**src/rtl/bytealu_pkg.sv**
```systemverilog
package bytealu_pkg;
  typedef enum logic [1:0] {
    FAM_ARITH = 2'b00,
    FAM_BITW  = 2'b01,
    FAM_SHL   = 2'b10,
    FAM_SHR   = 2'b11
  } fam_e;

  typedef enum logic [1:0] {
    BW_AND = 2'b00,
    BW_OR  = 2'b01,
    BW_XOR = 2'b10,
    BW_NOT = 2'b11
  } bitw_e;
endpackage

```
**src/rtl/bytealu_arith.sv**
```systemverilog
module bytealu_arith #(
  parameter int W = 8
) (
  input  logic [W-1:0] a_i,
  input  logic [W-1:0] b_i,
  input  logic [1:0]   var_i,
  input  logic         cin_i,
  output logic [W-1:0] f_o,
  output logic         c_o
);
  logic [W-1:0] addend;
  logic [W:0]   sum;

  always_comb begin
    unique case (var_i)
      2'b00:   addend = '0;
      2'b01:   addend = b_i;
      2'b10:   addend = ~b_i;
      default: addend = '1;
    endcase
    sum = {1'b0, a_i} + {1'b0, addend} + {{W{1'b0}}, cin_i};
  end

  assign f_o = sum[W-1:0];
  assign c_o = sum[W];
endmodule

```
**src/rtl/bytealu_bitw.sv**
```systemverilog
module bytealu_bitw
  import bytealu_pkg::*;
#(
  parameter int W = 8
) (
  input  logic [W-1:0] a_i,
  input  logic [W-1:0] b_i,
  input  logic [1:0]   var_i,
  output logic [W-1:0] f_o
);
  always_comb begin
    unique case (bitw_e'(var_i))
      BW_AND:  f_o = a_i & b_i;
      BW_OR:   f_o = a_i | b_i;
      BW_XOR:  f_o = a_i ^ b_i;
      default: f_o = ~a_i;
    endcase
  end
endmodule

```
**src/rtl/bytealu_shift.sv**
```systemverilog
module bytealu_shift #(
  parameter int W = 8
) (
  input  logic [W-1:0] a_i,
  input  logic         right_i,
  output logic [W-1:0] f_o,
  output logic         c_o
);
  always_comb begin
    if (right_i) begin
      f_o = {1'b0, a_i[W-1:1]};
      c_o = a_i[0];
    end else begin
      f_o = {a_i[W-2:0], 1'b0};
      c_o = a_i[W-1];
    end
  end
endmodule

```
**src/rtl/bytealu_top.sv**
```systemverilog
module bytealu_top
  import bytealu_pkg::*;
#(
  parameter int W = 8
) (
  input  logic         clk_i,
  input  logic         rst_ni,
  input  logic         in_valid_i,
  output logic         in_ready_o,
  input  logic [W-1:0] op_a_i,
  input  logic [W-1:0] op_b_i,
  input  logic [3:0]   code_i,
  input  logic         carry_i,
  output logic         out_valid_o,
  input  logic         out_ready_i,
  output logic [W-1:0] res_o,
  output logic         carry_o
);
  localparam int MSB = W - 1;

  fam_e       fam;
  logic [1:0] var_sel;
  assign fam     = fam_e'(code_i[3:2]);
  assign var_sel = code_i[1:0];

  logic [W-1:0] ar_f, bw_f, sh_f;
  logic         ar_c, sh_c;

  bytealu_arith #(.W(W)) u_arith (
    .a_i(op_a_i), .b_i(op_b_i), .var_i(var_sel), .cin_i(carry_i),
    .f_o(ar_f), .c_o(ar_c)
  );

  bytealu_bitw #(.W(W)) u_bitw (
    .a_i(op_a_i), .b_i(op_b_i), .var_i(var_sel), .f_o(bw_f)
  );

  bytealu_shift #(.W(W)) u_shift (
    .a_i(op_a_i), .right_i(code_i[2]), .f_o(sh_f), .c_o(sh_c)
  );

  logic [W-1:0] nxt_f;
  logic         nxt_c;

  always_comb begin
    unique case (fam)
      FAM_ARITH: begin nxt_f = ar_f; nxt_c = ar_c; end
      FAM_BITW:  begin nxt_f = bw_f; nxt_c = 1'b0; end
      default:   begin nxt_f = sh_f; nxt_c = sh_c; end
    endcase
  end

  logic take;
  assign in_ready_o = !out_valid_o || out_ready_i;
  assign take       = in_valid_i && in_ready_o;

  always_ff @(posedge clk_i or negedge rst_ni) begin
    if (!rst_ni) begin
      out_valid_o <= 1'b0;
      res_o       <= '0;
      carry_o     <= 1'b0;
    end else if (take) begin
      out_valid_o <= 1'b1;
      res_o       <= nxt_f;
      carry_o     <= nxt_c;
    end else if (out_ready_i) begin
      out_valid_o <= 1'b0;
    end
  end


  accept_to_valid_chk: assert property (@(posedge clk_i) disable iff (!rst_ni)
    take |=> out_valid_o);


  stall_hold_chk: assert property (@(posedge clk_i) disable iff (!rst_ni)
    (out_valid_o && !out_ready_i) |=>
      (out_valid_o && $stable(res_o) && $stable(carry_o)));


  add_result_chk: assert property (@(posedge clk_i) disable iff (!rst_ni)
    (take && code_i == 4'b0001) |=>
      ({carry_o, res_o} == $past({1'b0, op_a_i} + {1'b0, op_b_i} + {{W{1'b0}}, carry_i})));


  bitw_carry_chk: assert property (@(posedge clk_i) disable iff (!rst_ni)
    (take && code_i[3:2] == 2'b01) |=> !carry_o);


  shl_carry_chk: assert property (@(posedge clk_i) disable iff (!rst_ni)
    (take && code_i[3:2] == 2'b10) |=> (carry_o == $past(op_a_i[MSB]) && !res_o[0]));


  shr_carry_chk: assert property (@(posedge clk_i) disable iff (!rst_ni)
    (take && code_i[3:2] == 2'b11) |=> (carry_o == $past(op_a_i[0]) && !res_o[MSB]));
endmodule

```
**config.mk**
```make
export PLATFORM = sky130hd
export DESIGN_NAME = bytealu_top
export DESIGN_NICKNAME = d
export VERILOG_FILES = /design/src/rtl/bytealu_pkg.sv /design/src/rtl/bytealu_arith.sv /design/src/rtl/bytealu_bitw.sv /design/src/rtl/bytealu_shift.sv /design/src/rtl/bytealu_top.sv
export SDC_FILE = /design/constraint.sdc
export NUM_CORES = 1
export LEC_CHECK = 0
export BUFFER_PORTS_ARGS = -buffer_cell sky130_fd_sc_hd__buf_2
export CAP_MARGIN = 15
export CELL_PAD_IN_SITES_DETAIL_PLACEMENT = 1
export CELL_PAD_IN_SITES_GLOBAL_PLACEMENT = 1
export CORE_MARGIN = 8
export CORE_UTILIZATION = 46
export CTS_BUF_LIST = sky130_fd_sc_hd__clkbuf_8
export CTS_CLUSTER_SIZE = 12
export DETAILED_ROUTE_END_ITERATION = 10
export HOLD_SLACK_MARGIN = 0.02
export MAX_ROUTING_LAYER = met4
export PLACE_DENSITY_LB_ADDON = 0.1
export SLEW_MARGIN = 25
export SYNTH_ARGS = -nofsm -noshare
export SYNTH_HDL_FRONTEND = slang
export SYNTH_HIERARCHICAL = 1
export SYNTH_SLANG_ARGS = --single-unit
```
**constraint.sdc**
```tcl
create_clock -name clk_i -period 2.06 [get_ports clk_i]
set_input_delay 0.103 -clock clk_i [delete_from_list [all_inputs] [get_ports clk_i]]
set_output_delay 0.103 -clock clk_i [all_outputs]
set_load 0.02 [all_outputs]
```
# Yosys cells after proc, flatten, opt, wreduce, memory -nomap -nowiden
# Cells that the tools add are included.
[classes] add_sub_neg=2 n_eq_ne=3 mux=8 bitwise=5 reduce_logical=6
[ops] op="one-hot mux 8 bit (3 select lines)" n=2
[ops] op="NOT 8 bit" n=2
[ops] op="one-hot mux 8 bit (2 select lines)" n=1
[ops] op="adder 8 x 8 -> 9 bit" n=1
[ops] op="adder 9 x 1 -> 9 bit" n=1
[ops] op="AND 8 bit" n=1
[ops] op="2-to-1 mux 8 bit" n=1
[ops] op="OR 8 bit" n=1
[ops] op="XOR 8 bit" n=1
[ops] op="== test 2 x 1 -> 1 bit (second input constant)" n=2
[ops] op="logical NOT 2 bit" n=2
[ops] op="2-to-1 mux 1 bit" n=3
[ops] op="== test 2 bit (second input constant)" n=1
[ops] op="one-hot mux 1 bit (2 select lines)" n=1
[ops] op="nonzero test 2 bit" n=1
[ops] op="logical AND 1 bit" n=1
[ops] op="logical NOT 1 bit" n=1
[ops] op="logical OR 1 bit" n=1
[totals] ff_bits=10 out_inout_bits=11 elab_cells=27

# Logic depth before layout (Yosys ltp)
[logic_depth] word_depth=5 mapped_depth=9 depth_no_buf=9

# By module
# The synthesis kept the hierarchy.
[modules_own_cells] mod="bytealu_top" instances=1 cells_per_inst=61 area_per_inst_um2=598.1
[modules_own_cells] mod="bytealu_bitw" instances=1 cells_per_inst=50 area_per_inst_um2=493.0
[modules_own_cells] mod="bytealu_arith" instances=1 cells_per_inst=48 area_per_inst_um2=421.7
[modules_own_cells] mod="bytealu_shift" instances=1 cells_per_inst=10 area_per_inst_um2=132.6

# Least setup slack after synthesis
# No wires, ideal clock.
[synth_timing] path_kind="input -> register" start="input op_b_i[0]" end="register res_o[4]" arrival_time_ps=2083 required_time_ps=1934 slack_ps=-149 path_stages=9 n_path_buf=0 path_cell_list="mux2_2 > fa_1 > fa_1 > a21oi_1 > o21bai_1 > xor2_1 > nor2b_1 > a211oi_1 > o2bb2ai_1"
[synth_via] elab_chain_len=5
[synth_lines] item="from (decl)" line_no="bytealu_top.sv:11" rtl="input logic [W-1:0] op_b_i,"
[synth_lines] item="NOT 8 bit" line_no="bytealu_arith.sv:18" rtl="2'b10: addend = ~b_i;"
[synth_lines] item="one-hot mux 8 bit (3 select lines) (*)" line_no="bytealu_arith.sv:15" rtl="unique case (var_i)"
[synth_lines] item="adder 8 x 8 -> 9 bit (*)" line_no="bytealu_arith.sv:21" rtl="sum = {1'b0, a_i} + {1'b0, addend} + {{W{1'b0}}, cin_i};"
[synth_lines] item="adder 9 x 1 -> 9 bit (*)" line_no="bytealu_arith.sv:21"
[synth_lines] item="net ar_f[4]" line_no="bytealu_top.sv:26" rtl="logic [W-1:0] ar_f, bw_f, sh_f;"
[synth_lines] item="one-hot mux 8 bit (2 select lines) (*)" line_no="bytealu_top.sv:46" rtl="unique case (fam)"
[synth_lines] item="to (signal assigned)" line_no="bytealu_top.sv:64" rtl="res_o <= nxt_f;"
[synth_lines] item="to (decl)" line_no="bytealu_top.sv:16" rtl="output logic [W-1:0] res_o,"
# The timed path passes the listed nets; every way through them passes the cells marked *.
# A chain may end at the register's enable or synchronous reset.

# Worst setup path after layout
[layout_timing] start="input op_b_i[2]" end="register res_o[5]"
# The elaborated chain is that of the path after synthesis.

==> flow_summary.json <==
{
  "status": "finished, final reports clean",
  "synthAdderAreaFrac": 0.199,
  "place_ws_ps": -241,
  "critical_path_class": "in2reg",
  "final_util": 0.635,
  "irDropWorstVdd_uv": 166,
  "cts.htree.levels": 1,
  "layout.nets": 284,
  "grt_pass1_vias": 1713,
  "setup_viol": 0,
  "core_area_um2": 3390,
  "rsz0062_at_grt": "true",
  "max-slew-margin-rel": 0.647,
  "routabilityCongestion": 0.823,
  "synth_warnings": 6,
  "post-route-cell-area_um2": 2150,
  "synth_top_area_cell": "ha_1",
  "ant_nets": 0,
  "wl_per_cell_um": 17.4,
  "grt_max_degree": 27,
  "grt_antenna_before_repair": 0,
  "die_area_um2": 5750,
  "drt-total-wl_um": 4830,
  "dp_hpwl_um": 4030,
  "cts_tree": "done",
  "grtUsageTotal": 0.184,
  "mostFrequentLayoutCell": "buf_2",
  "grt_pass1_wl_um": 7910,
  "fin_crit_ps": 2020,
  "fin_skew_ps": 2.14,
  "drt_iter0_markers": 50,
  "start_kind": "primary input",
  "power_density_nw_per_um2": 469,
  "gr-total-overflow": 0,
  "syn-num-nets": 219,
  "die_w_um": 75.8,
  "synth_cell_types": 41,
  "die_h_um": 75.8,
  "synthMuxAreaShare": 0.228,
  "crit_required_ps": 2160,
  "post_synth.cell_area_avg_um2": 9.74,
  "final_cell_mix": "buf_2 (32), buf_4 (31), inv_1 (26)",
  "endpoint_kind": "flop",
  "yosys.area_share.simple": 0.144,
  "p_leak_nw": 1.07,
  "clock-sinks": 10,
  "synthXorXnorAreaFrac": 0.0213,
  "vias_per_cell": 5.47,
  "r2r_cells": 4,
  "finalWorstSetupSlack_ps": 41.5,
  "diodes": 0,
  "port_buffers": 35,
  "fin_tns_setup_ps": 0,
  "remaining_drc_errors": 0,
  "synth_compound_area_frac": 0.156,
  "layout-drive-gt1-share": 0.457,
  "start_util": 0.485,
  "drv_slew": 0,
  "yosysTopAreaCellShare": 0.175,
  "rows": 21,
  "ys_top_cells_by_area": "ha_1 (17%), dfrtp_1 (15%), mux4_2 (11%)",
  "firstDrtPassIters": 4,
  "reg2reg_from": "out_valid_o",
  "mappedNetlistArea_um2": 1650,
  "vias": 1521,
  "clk_path_buf_depth": 2,
  "maxCapViolations": 0,
  "hold_start": "in_valid_i",
  "arrival_ps": 2120,
  "critPathLaunch": "op_b_i[2]",
  "yosysSeqAreaShare": 0.152,
  "synth-edff-count": 0,
  "synth_flop_cell": "dfrtp_1",
  "area_delta_synth_final_pct": 30.7,
  "cp_max_fo": 3,
  "timing.fmax_mhz": 495,
  "cts_root_buffer": "clkbuf_8",
  "async_flop_share": 1.00,
  "finalCritPeriodShare": 0.980,
  "io_pins": 36,
  "clock_latency_ps": 230,
  "syn_inst": 169,
  "hold_viol": 0,
  "hp-class": "in2reg",
  "synth_top_family_by_area": "multiplexers",
  "clk_pin_slew_ps": 50,
  "cts_buffers": 3,
  "synth-seq-cells": 10,
  "tightest_slew_ps": 529,
  "min_path_cells": 3,
  "place_area_um2": 2050
}
critical path, cell delays in order:
cell       delay (ps)
buf_2             100
mux2_2            340
ha_1              350
nand3_1           150
a21oi_2           170
nor4_1             70
a311o_1           320
nor2b_1           130
a211oi_1          280
o2bb2ai_1         120
routing by layer:
layer	routed length, µm	vias up	global-route usage
met5	0	-	-
met4	70	0	0.0597
met3	181	11	0.0171
met2	2590	35	0.337
met1	1990	741	0.202
li1	-	734	-
final timing paths:
| path | end | slack (ps) |
|---|---|---|
| max reg2reg | res_o[3] | 870 |
| min in group asynchronous | res_o[5] | 260 |
| max in group asynchronous | res_o[3] | 1610 |
| max | res_o[5] | 40 |
| min reg2reg | res_o[7] | 490 |
| min | res_o[5] | 240 |
layout make-up:
| cell class | instances | area, µm² |
|---|---|---|
| clock buffers | 3 | 41.3 |
| fillers | 428 | 1240 |
| inverters | 27 | 101 |
| multi-input cells | 125 | 1260 |
| flip-flops and latches | 10 | 250 |
| well taps | 46 | 57.6 |
| repair buffers | 67 | 440 |
state kept, by name, indices dropped and copies added, names as in the netlist:
name         flops
carry_o          1
out_valid_o      1
res_o            8
cell families after synthesis:
family          Yosys count
compound gates           33
xor+xnor                  4
fa+ha+maj                25
buf+inv                  34
flops                    10
mux                      23
simple gates             40
per-stage QoR:
stage | hold WS, ps | instances | total power, W
2_1_floorplan | -193 | 169 | 0.000583
3_3_place_gp | -31.4 | 273 | 0.000766
3_5_place_dp | -29.1 | 273 | 0.000797
4_1_cts | 231 | 277 | 0.000998
5_1_grt | 265 | 278 | 0.00108
6_report | 238 | 278 | 0.00101
power by group:
| group | switching (W) | internal, W | leakage [nW] | total (W) |
|---|---|---|---|---|
| Sequential | 0.0000178 | 0.000229 | 0.120 | 0.000247 |
| Combinational | 0.000282 | 0.000286 | 0.932 | 0.000568 |
| Clock | 0.0000676 | 0.000127 | 0.0216 | 0.000195 |
| Total | 0.000367 | 0.000642 | 1.07 | 0.00101 |
cells in the mapped netlist (3+ instances only):
library cell and count:
ha_1 23, a21oi_1 5, nand2_1 3, mux2_4 7
nor2b_1 8, mux2_2 8, a211oi_1 7, dfrtp_1 10
o2bb2ai_1 8, buf_6 4, inv_1 26, nand3_1 10
nand2b_1 8, or2b_1 3, mux4_2 8
repair_timing:
item | CTS | global route
setup endpoints to repair | 2 | 6
resized for setup | 0 | 13
hold buffers | 1 | 0
buffers inserted | 0 | 1
pin swaps | 2 | 7
hold endpoints to repair | 10 | 0
No activity file was read; power rests on OpenSTA's default activity.
